### src/rtl/sarb_pkg.sv
// Package: shared constants and types for the secondary bus arbiter.
// Assumes one 16-bit control register with an 8-bit fairness field.
package sarb_pkg;
    localparam int           FAIR_W      = 8;
    localparam int           CFG_W       = 16;
    localparam int           FAIR_LSB    = 8;
    localparam int           BMT_BIT     = 1;
    localparam int           MODE_BIT    = 0;
    localparam logic [7:0]   FAIR_RST    = 8'h08;

    // Ownership state of the bus grant
    typedef enum logic {
        OWN_NONE = 1'b0,
        OWN_HELD = 1'b1
    } own_state_e;

    // Decoded control register contents
    typedef struct packed {
        logic [FAIR_W-1:0] fair_init;
        logic              bmt_en;
        logic              ext_mode;
    } arb_cfg_t;
endpackage

### src/rtl/sarb_cfg_regs.sv
// Module: control register of the arbiter.
// Holds the fairness reload value and the timeout enable, and latches the
// mode strap while reset is low. Assumes whole-register writes.
module sarb_cfg_regs
    import sarb_pkg::*;
(
    input  logic             clk,
    input  logic             rst_n,
    input  logic             strap_ext,
    input  logic             wr_en,
    input  logic [CFG_W-1:0] wr_data,
    output arb_cfg_t         cfg,
    output logic [CFG_W-1:0] rd_data
);
    localparam int RSV_W = FAIR_LSB - BMT_BIT - 1;

    logic [FAIR_W-1:0] fair_q;
    logic              bmt_q;
    logic              ext_q;
    logic              unused_wr_bits;

    // Register update: reset values, strap latch, software writes
    always_ff @(posedge clk) begin
        if (!rst_n) begin
            fair_q <= FAIR_RST;
            bmt_q  <= 1'b0;
            ext_q  <= strap_ext;
        end else if (wr_en) begin
            fair_q <= wr_data[FAIR_LSB +: FAIR_W];
            bmt_q  <= wr_data[BMT_BIT];
        end
    end

    assign unused_wr_bits = ^{wr_data[FAIR_LSB-1:BMT_BIT+1], wr_data[MODE_BIT]};

    assign cfg.fair_init = fair_q;
    assign cfg.bmt_en    = bmt_q;
    assign cfg.ext_mode  = ext_q;
    assign rd_data       = {fair_q, {RSV_W{1'b0}}, bmt_q, ext_q};
endmodule

### src/rtl/sarb_rr_pick.sv
// Module: rotating-priority request picker.
// Searches the request vector upward from the slot after the last winner,
// wrapping at NUM_MST. Purely combinational; NUM_MST must be at least 2.
module sarb_rr_pick #(
    parameter int NUM_MST = 4,
    parameter int IW      = $clog2(NUM_MST)
) (
    input  logic [NUM_MST-1:0] req,
    input  logic [IW-1:0]      last,
    output logic               any,
    output logic [IW-1:0]      win
);
    // Linear search in rotated order for the first active request
    always_comb begin
        logic          found;
        logic [IW:0]   pos;
        logic [IW-1:0] idx;
        found = 1'b0;
        win   = '0;
        pos   = '0;
        idx   = '0;
        for (int k = 1; k <= NUM_MST; k++) begin
            pos = {1'b0, last} + (IW+1)'(k);
            if (pos >= (IW+1)'(NUM_MST)) begin
                pos = pos - (IW+1)'(NUM_MST);
            end
            idx = pos[IW-1:0];
            if (!found && req[idx]) begin
                found = 1'b1;
                win   = idx;
            end
        end
    end

    assign any = |req;
endmodule

### src/rtl/sarb_hold_timer.sv
// Module: grant hold limits.
// Fairness counter: loaded on each new grant, armed by the first FRAME#
// falling edge, then counts down to an expiry flag. Broken-master counter:
// counts idle clocks of a requesting owner that has not yet started.
// Assumes new_grant is only raised while the bus is idle.
module sarb_hold_timer
    import sarb_pkg::*;
#(
    parameter int BMT_CLOCKS = 16
) (
    input  logic              clk,
    input  logic              rst_n,
    input  logic              new_grant,
    input  logic              granted,
    input  logic              frame_n,
    input  logic              bus_idle,
    input  logic              own_req,
    input  logic [FAIR_W-1:0] fair_init,
    input  logic              bmt_en,
    output logic              fair_expire,
    output logic              bmt_expire
);
    localparam int            TW        = $clog2(BMT_CLOCKS);
    localparam logic [TW-1:0] TMO_LAST  = TW'(BMT_CLOCKS - 1);

    logic              frame_q;
    logic              frame_fall;
    logic              armed_q;
    logic              zero_q;
    logic [FAIR_W-1:0] fair_cnt_q;
    logic [TW-1:0]     tmo_cnt_q;
    logic              tmo_run;

    // FRAME# history for falling-edge detection
    always_ff @(posedge clk) begin
        if (!rst_n) frame_q <= 1'b1;
        else        frame_q <= frame_n;
    end

    assign frame_fall = frame_q & ~frame_n;

    // Fairness counter: reload, arm on first FRAME# fall, then count down
    always_ff @(posedge clk) begin
        if (!rst_n) begin
            fair_cnt_q <= '0;
            armed_q    <= 1'b0;
            zero_q     <= 1'b1;
        end else if (new_grant) begin
            fair_cnt_q <= fair_init;
            armed_q    <= 1'b0;
            zero_q     <= (fair_init == '0);
        end else if (granted) begin
            if (!armed_q && frame_fall) begin
                armed_q <= 1'b1;
            end else if (armed_q && fair_cnt_q != '0) begin
                fair_cnt_q <= fair_cnt_q - 1'b1;
            end
        end
    end

    assign fair_expire = granted & armed_q & (fair_cnt_q == '0) & ~zero_q;

    assign tmo_run = bmt_en & granted & ~armed_q & bus_idle & own_req;

    // Broken-master counter: counts idle clocks before the owner starts
    always_ff @(posedge clk) begin
        if (!rst_n)         tmo_cnt_q <= '0;
        else if (new_grant) tmo_cnt_q <= '0;
        else if (tmo_run)   tmo_cnt_q <= tmo_cnt_q + 1'b1;
    end

    assign bmt_expire = tmo_run & (tmo_cnt_q == TMO_LAST);
endmodule

### src/rtl/sec_bus_arbiter.sv
// Module: secondary bus arbiter top.
// Grants one master at a time in rotating order, parks on master 0, removes
// a grant when the owner stops requesting, when the fairness counter runs out
// with others waiting, or on broken-master timeout. A new grant is issued
// only on an idle bus with no grant active, which leaves one clock with no
// grant at every handover. External mode keeps all grants inactive.
module sec_bus_arbiter
    import sarb_pkg::*;
#(
    parameter int NUM_MST    = 4,
    parameter int BMT_CLOCKS = 16
) (
    input  logic               clk,
    input  logic               rst_n,
    input  logic               strap_ext,
    input  logic [NUM_MST-1:0] req_n,
    input  logic               frame_n,
    input  logic               irdy_n,
    output logic [NUM_MST-1:0] gnt_n,
    input  logic               cfg_wr_en,
    input  logic [CFG_W-1:0]   cfg_wr_data,
    output logic [CFG_W-1:0]   cfg_rd_data
);
    localparam int IW = $clog2(NUM_MST);

    arb_cfg_t           cfg;
    own_state_e         st_q;
    logic [IW-1:0]      own_q;
    logic [NUM_MST-1:0] req_act;
    logic [NUM_MST-1:0] own_dec;
    logic               granted;
    logic               bus_idle;
    logic               any_req;
    logic [IW-1:0]      rr_win;
    logic               own_req;
    logic               other_req;
    logic               drop;
    logic               fair_expire;
    logic               bmt_expire;
    logic               release_now;
    logic               grant_now;

    sarb_cfg_regs u_regs (
        .clk       (clk),
        .rst_n     (rst_n),
        .strap_ext (strap_ext),
        .wr_en     (cfg_wr_en),
        .wr_data   (cfg_wr_data),
        .cfg       (cfg),
        .rd_data   (cfg_rd_data)
    );

    assign req_act  = ~req_n;
    assign bus_idle = frame_n & irdy_n;
    assign granted  = (st_q == OWN_HELD);

    // Owner index decoded to one bit per master
    for (genvar g = 0; g < NUM_MST; g++) begin : g_own_dec
        assign own_dec[g] = (own_q == IW'(g));
    end

    sarb_rr_pick #(.NUM_MST(NUM_MST), .IW(IW)) u_pick (
        .req  (req_act),
        .last (own_q),
        .any  (any_req),
        .win  (rr_win)
    );

    assign own_req   = |(req_act & own_dec);
    assign other_req = |(req_act & ~own_dec);
    assign drop      = ~own_req & (any_req | (own_q != '0));

    sarb_hold_timer #(.BMT_CLOCKS(BMT_CLOCKS)) u_hold (
        .clk         (clk),
        .rst_n       (rst_n),
        .new_grant   (grant_now),
        .granted     (granted),
        .frame_n     (frame_n),
        .bus_idle    (bus_idle),
        .own_req     (own_req),
        .fair_init   (cfg.fair_init),
        .bmt_en      (cfg.bmt_en),
        .fair_expire (fair_expire),
        .bmt_expire  (bmt_expire)
    );

    assign release_now = granted & (drop | (fair_expire & other_req) | bmt_expire);
    assign grant_now   = ~granted & bus_idle & ~cfg.ext_mode;

    // Grant ownership: release first, grant on a later idle clock
    always_ff @(posedge clk) begin
        if (!rst_n) begin
            st_q  <= OWN_NONE;
            own_q <= '0;
        end else if (cfg.ext_mode || release_now) begin
            st_q  <= OWN_NONE;
        end else if (grant_now) begin
            st_q  <= OWN_HELD;
            own_q <= any_req ? rr_win : '0;
        end
    end

    assign gnt_n = ~(own_dec & {NUM_MST{granted}});
endmodule

### config.mk
export PLATFORM = sky130hd
export DESIGN_NAME = sec_bus_arbiter
export DESIGN_NICKNAME = d
export VERILOG_FILES = /design/src/rtl/sarb_pkg.sv /design/src/rtl/sarb_cfg_regs.sv /design/src/rtl/sarb_rr_pick.sv /design/src/rtl/sarb_hold_timer.sv /design/src/rtl/sec_bus_arbiter.sv
export SDC_FILE = /design/constraint.sdc
export NUM_CORES = 1
export LEC_CHECK = 0
export BUFFER_PORTS_ARGS = -buffer_cell sky130_fd_sc_hd__buf_2
export CORE_UTILIZATION = 30
export CTS_CLUSTER_SIZE = 10
export DETAILED_ROUTE_END_ITERATION = 8
export GPL_ROUTABILITY_DRIVEN = 0
export PLACE_DENSITY = 0.49
export SYNTH_ARGS = -nofsm -noshare
export SYNTH_HDL_FRONTEND = slang
export SYNTH_SLANG_ARGS = --single-unit
### constraint.sdc
create_clock -name clk -period 2.11 [get_ports clk]
set_input_delay 0.1055 -clock clk [delete_from_list [all_inputs] [get_ports clk]]
set_output_delay 0.1055 -clock clk [all_outputs]
set_load 0.02 [all_outputs]
Word-level counts from Yosys, hierarchy flattened
Cells that the tools add are included.
{"block": "totals", "regBits": 28, "inputBits": 26, "out_inout_bits": 20}
{"block": "op_classes", "addsub": 10, "order_cmp": 8, "n_eq_ne": 5, "n_mux": 24, "bitwise_logic": 32, "n_reduce_logical": 25}
{"op": "$mux W8", "count": 4}
{"op": "$mux W2", "count": 9}
{"op": "$logic_not A8 Y1", "count": 2}
{"op": "$and A1 B1 Y1", "count": 15}
{"op": "$and A4 B4 Y4", "count": 3}
{"op": "$ge A3 B3 Y1 const B", "count": 4}
{"op": "$lt A2 B3 Y1 const B", "count": 4}
{"op": "$not A4 Y4", "count": 3}
{"op": "$reduce_or A4 Y1", "count": 3}
{"op": "$bmux W1 S2", "count": 4}
{"op": "$not A1 Y1", "count": 8}
{"op": "$reduce_bool A8 Y1", "count": 1}
{"op": "$sub A2 B1 Y2 const B", "count": 4}
{"op": "$sub A8 B1 Y8 const B", "count": 1}
{"op": "$mux W1", "count": 7}
{"op": "$add A2 B2 Y3 const B", "count": 2}
{"op": "$reduce_bool A2 Y1", "count": 3}
{"op": "$logic_and A1 B1 Y1", "count": 5}
{"op": "$add A4 B1 Y4 const B", "count": 1}
{"op": "$eq A2 B2 Y1 const B", "count": 2}
{"op": "$eq A4 B4 Y1 const B", "count": 1}
{"op": "$logic_not A1 Y1", "count": 4}
{"op": "$reduce_and A2 Y1", "count": 2}
{"op": "$reduce_or A2 Y1", "count": 2}
{"op": "other kinds (8)", "count": 10}

Longest topological paths before layout
{"block": "depth", "word_depth": 16, "mapped_depth": 8}

Hierarchy
Synthesis repeated with hierarchy kept, for this count alone.
{"block": "hier_totals", "hier_cells": 197, "area_unflattened_um2": 1692.9}
{"module": "sarb_hold_timer", "instances": 1, "cells_per_inst": 96, "area_per_inst_um2": 840.8, "seq_area_each_um2": 300.3}
{"module": "sarb_cfg_regs", "instances": 1, "cells_per_inst": 49, "area_per_inst_um2": 488.0, "seq_area_each_um2": 210.2}
{"module": "sec_bus_arbiter", "instances": 1, "cells_per_inst": 38, "area_per_inst_um2": 282.8, "seq_area_each_um2": 60.1}
{"module": "sarb_rr_pick", "instances": 1, "cells_per_inst": 14, "area_per_inst_um2": 81.3, "seq_area_each_um2": 0.0}

Least setup slack after synthesis
Ideal clock, no wire load.
{"block": "synth_timing", "path_kind": "reg2reg", "start": "register own_q[0]", "end": "register own_q[0]", "setup_time_ps": 116, "arrival_ps": 1725, "slack_ps": 269, "stages_incl_launch_ff": 8, "path_buffers": 1, "synth_period_minus_slack_ps": 1841, "path_cell_list": "dfxtp_1 buf_6 inv_1 ha_1 mux4_2 nor2_1 o311a_1 a31o_1"}
{"block": "synth_between", "elab_chain_len": 16}
{"element": "from (decl)", "line": "sec_bus_arbiter.sv:28", "rtl": "logic [IW-1:0] own_q;"}
{"element": "from (signal assigned)", "line": "sec_bus_arbiter.sv:99", "rtl": "own_q <= any_req ? rr_win : '0;"}
{"element": "$add A2 B1 Y3", "line": "sarb_rr_pick.sv:23", "rtl": "pos = {1'b0, last} + (IW+1)'(k);"}
{"element": "$ge A3 B3 Y1 / $sub A2 B1 Y2 (equally long branches)", "line": "sarb_rr_pick.sv:24, sarb_rr_pick.sv:25"}
{"element": "$mux W2", "line": "sarb_rr_pick.sv:24", "rtl": "if (pos >= (IW+1)'(NUM_MST)) begin"}
{"element": "$bmux W1 S2", "line": "sarb_rr_pick.sv:28", "rtl": "if (!found && req[idx]) begin"}
{"element": "$mux W1 (not written as such)", "line": "sarb_rr_pick.sv:28"}
{"element": "$mux W1", "line": "sarb_rr_pick.sv:28"}
{"element": "$logic_not A1 Y1", "line": "sarb_rr_pick.sv:28"}
{"element": "$logic_and A1 B1 Y1", "line": "sarb_rr_pick.sv:28"}
{"element": "$mux W1", "line": "sarb_rr_pick.sv:28"}
{"element": "$logic_not A1 Y1", "line": "sarb_rr_pick.sv:28"}
{"element": "$logic_and A1 B1 Y1", "line": "sarb_rr_pick.sv:28"}
{"element": "$mux W1", "line": "sarb_rr_pick.sv:28"}
{"element": "$logic_not A1 Y1", "line": "sarb_rr_pick.sv:28"}
{"element": "$logic_and A1 B1 Y1", "line": "sarb_rr_pick.sv:28"}
{"element": "$mux W2", "line": "sarb_rr_pick.sv:28"}
{"element": "$mux W2", "line": "sec_bus_arbiter.sv:99"}
Several ways; a longest one is shown, not always the timed one. The select of a mux whose other input is x is not followed.
A chain may end at the register's enable or synchronous reset.

Final worst setup path
{"block": "layout_timing", "start": "register own_q[0]", "end": "register own_q[1]"}
The elaborated chain is that of the path after synthesis.

==> metrics.txt <==
Top delay family on crit path=compound AO/OA/AOI/OAI gates; DR vias=roughly 1600; vias in the first global route=1373; most frequent cells in the layout=buf_2, dfxtp_1, nor2_1; H-tree Lvls=1; CTS resizes=0; WP data arrival=roughly 2000 ps; post-route worst setup slack=between 200 and 300 ps; pwr/cell area=598 mW/mm2; Final Setup Violations=0; clk sinks=28; post-layout net count=around 270; Die Wd=between 70 and 80 um; met1 usage=around 18%; core area=~0.0057 mm2; worst-path cell chain=inv_1, ha_1, nor2b_1, or3_1, o21ai_0, a221oi_1, o21ai_1; first-pass GRT wire length=between 6000 and 7000 um; Hold Fails Final Rpt=0; Hold Crit Depth=3; CP max stage cell=ha_1; DR pass1 iterations=4; Die Height=around 80 um; post-DP HPWL=2910 um; Layout Skew=3.91 ps; HP Class=input pin to flop; register area share after synthesis=a little under a third; DRC Markers=0; Worst Path Required=2280 ps; max-slew violation count=0; crit path time final=1840 ps; ranking of synthesized cells by area=dfxtp_1, mux2i_1, ha_1, nor2_1, buf_4; Crit Path Max Fanout=6; largest net degree at the start of global routing=19; antenna violations before repair=0; Synth warnings=0; EDFF count, synth=1; most common cell after layout, fill and taps aside=buf_2; CTS tree=done; Final period util=87.3%; met3 GRT Util=roughly 2.5%; crit end category=flop; Mapped Area=0.00182 mm2; Async SR Flop Fraction=0%; gr busiest metal=met2; Clock Pin Slew Worst Setup and Hold Paths=approximately 100 ps; clock buffer depth=2; diode count=0; I/O Buffers=32; Max Clock Freq=0.543 GHz; Root Buffer=clkbuf_8; wire per inst=13.0 um; DR vias/cell=5.05; Buf/Inv on CP=1; initial DRC count=approximately 120; initial core utilization=between 30% and 40%; Clk Latency, worst-skew pair=approximately 270 ps; hold_buf cts=1; startpoint types=flop; MaxCap Viol Count=0; Crit path largest cell delay=roughly 440 ps; Post-DRT Antenna Nets=0; Detailed Route WL=between 3000 and 4000 um; layout cell share with drive strength beyond 1=between 20% and 30%; cells after synthesis=210; Cell variety after synth=59; total global-route track usage=12.9%; RSZ-0062 raised after global routing=false; Synth area leader=dfxtp_1; kind of critical path=flop to flop; TritonCTS Buffers=3; Layout area overhead=13.7%; total gr overflow=0; met2 Resource Use GR=between 20% and 30%; critical path depth=7; # IOs=46; post-CTS setup buffers=0; maximum VDD drop=about 370 uV; post-synth top area share=just under 30%; Syn Area/Cell=slightly below 9 um2; R2R depth=7; status=completed; Post-synth top flop=dfxtp_1; Rows=27; #FFs+latches synth=28; DIE AREA=0.00637 mm2; setup TNS=0 ps; Lkg Pwr=just over 0.8 nW; Worst Setup Slack post-DPL=321 ps
-- worst register-to-register path: cells and delay by family (launching register included) --
family,cells,cell delay [ps]
compound gates,3,500
fa+ha+maj,1,440
simple gates,2,370
flops,1,340
buf+inv,1,90
-- metrics by stage --
stage / area [um2] / util (%) / hold slack (ps) / total power, mW / cells
final: 2060 / 36.4 / 28.2 / 1.23 / 308
after global routing: 2060 / 36.4 / 28.7 / 1.30 / 308
after CTS: 2060 / 36.4 / 21.9 / 1.25 / 308
after detailed placement: 1980 / 34.9 / 285 / 0.819 / 303
after global placement: 1980 / 34.9 / 285 / 0.820 / 303
after floorplan: 1830 / - / 203 / 0.769 / 215
-- flip-flops by register name, summed over array words and instances, names as in the netlist --
name,flops
u_hold.armed_q,1
u_hold.frame_q,1
u_hold.zero_q,1
u_hold.fair_cnt_q,8
u_regs.bmt_q,1
granted,1
own_q,2
u_regs.fair_q,8
u_regs.ext_q,1
u_hold.tmo_cnt_q,4
-- cell usage after synthesis (4+ instances only) --
library cell and instances:
buf_4 9, dfxtp_1 27, inv_1 6, nor2_1 25, ha_1 8, a32oi_1 4, o21ai_1 4, nor3_1 4
nand3_1 11, mux2i_1 15, a21oi_1 7, buf_2 6, nor4_1 4, nand2_1 17
-- power by group --
part	leakage, nW	switching [mW]	internal [mW]	total, mW
clock network	0.0357	0.173	0.254	0.427
registers	0.230	0.0232	0.552	0.575
logic	0.561	0.137	0.0946	0.232
total	0.827	0.334	0.901	1.23
-- worst paths after layout --
kind | slack, ps | endpoint | start
worst min register to register | 480 | u_hold.zero_q$_SDFFE_PN1P_ | u_hold.zero_q$_SDFFE_PN1P_
worst max register to register | 270 | own_q[1]$_SDFFE_PN0P_ | own_q[0]$_SDFFE_PN0P_
worst max-delay path | 270 | own_q[1]$_SDFFE_PN0P_ | own_q[0]$_SDFFE_PN0P_
worst min-delay path | 30 | u_hold.frame_q$_SDFF_PN1_ | frame_n
-- metal layers --
layer / vias up / wire (um)
met1: 730 / 2030
met4: 0 / 23
met2: 24 / 1830
met3: 2 / 104
li1: 798 / -
met5: - / 0
-- area by class of cell --
type / count / area, um2
tap: 72 / 90.1
multi-input combinational: 157 / 1090
inverter: 10 / 40.0
sequential: 28 / 571
fill: 631 / 3610
clock inverter: 1 / 30.0
clock buffer: 3 / 41.3
timing repair buffer: 37 / 200
-- logic make-up after synthesis --
group | after synthesis | synth area share (%)
AO/OA/AOI/OAI | 42 | 18.9
XOR/XNOR | 3 | 1.45
adder cells (fa/ha/maj) | 8 | 5.51
buffers and inverters | 30 | 9.44
flip-flops | 28 | 31.4
multiplexers | 17 | 10.1
other | 1 | 0.207
AND/OR/NAND/NOR | 81 | 22.9
Note: power is estimated with default switching activity, not from simulation.
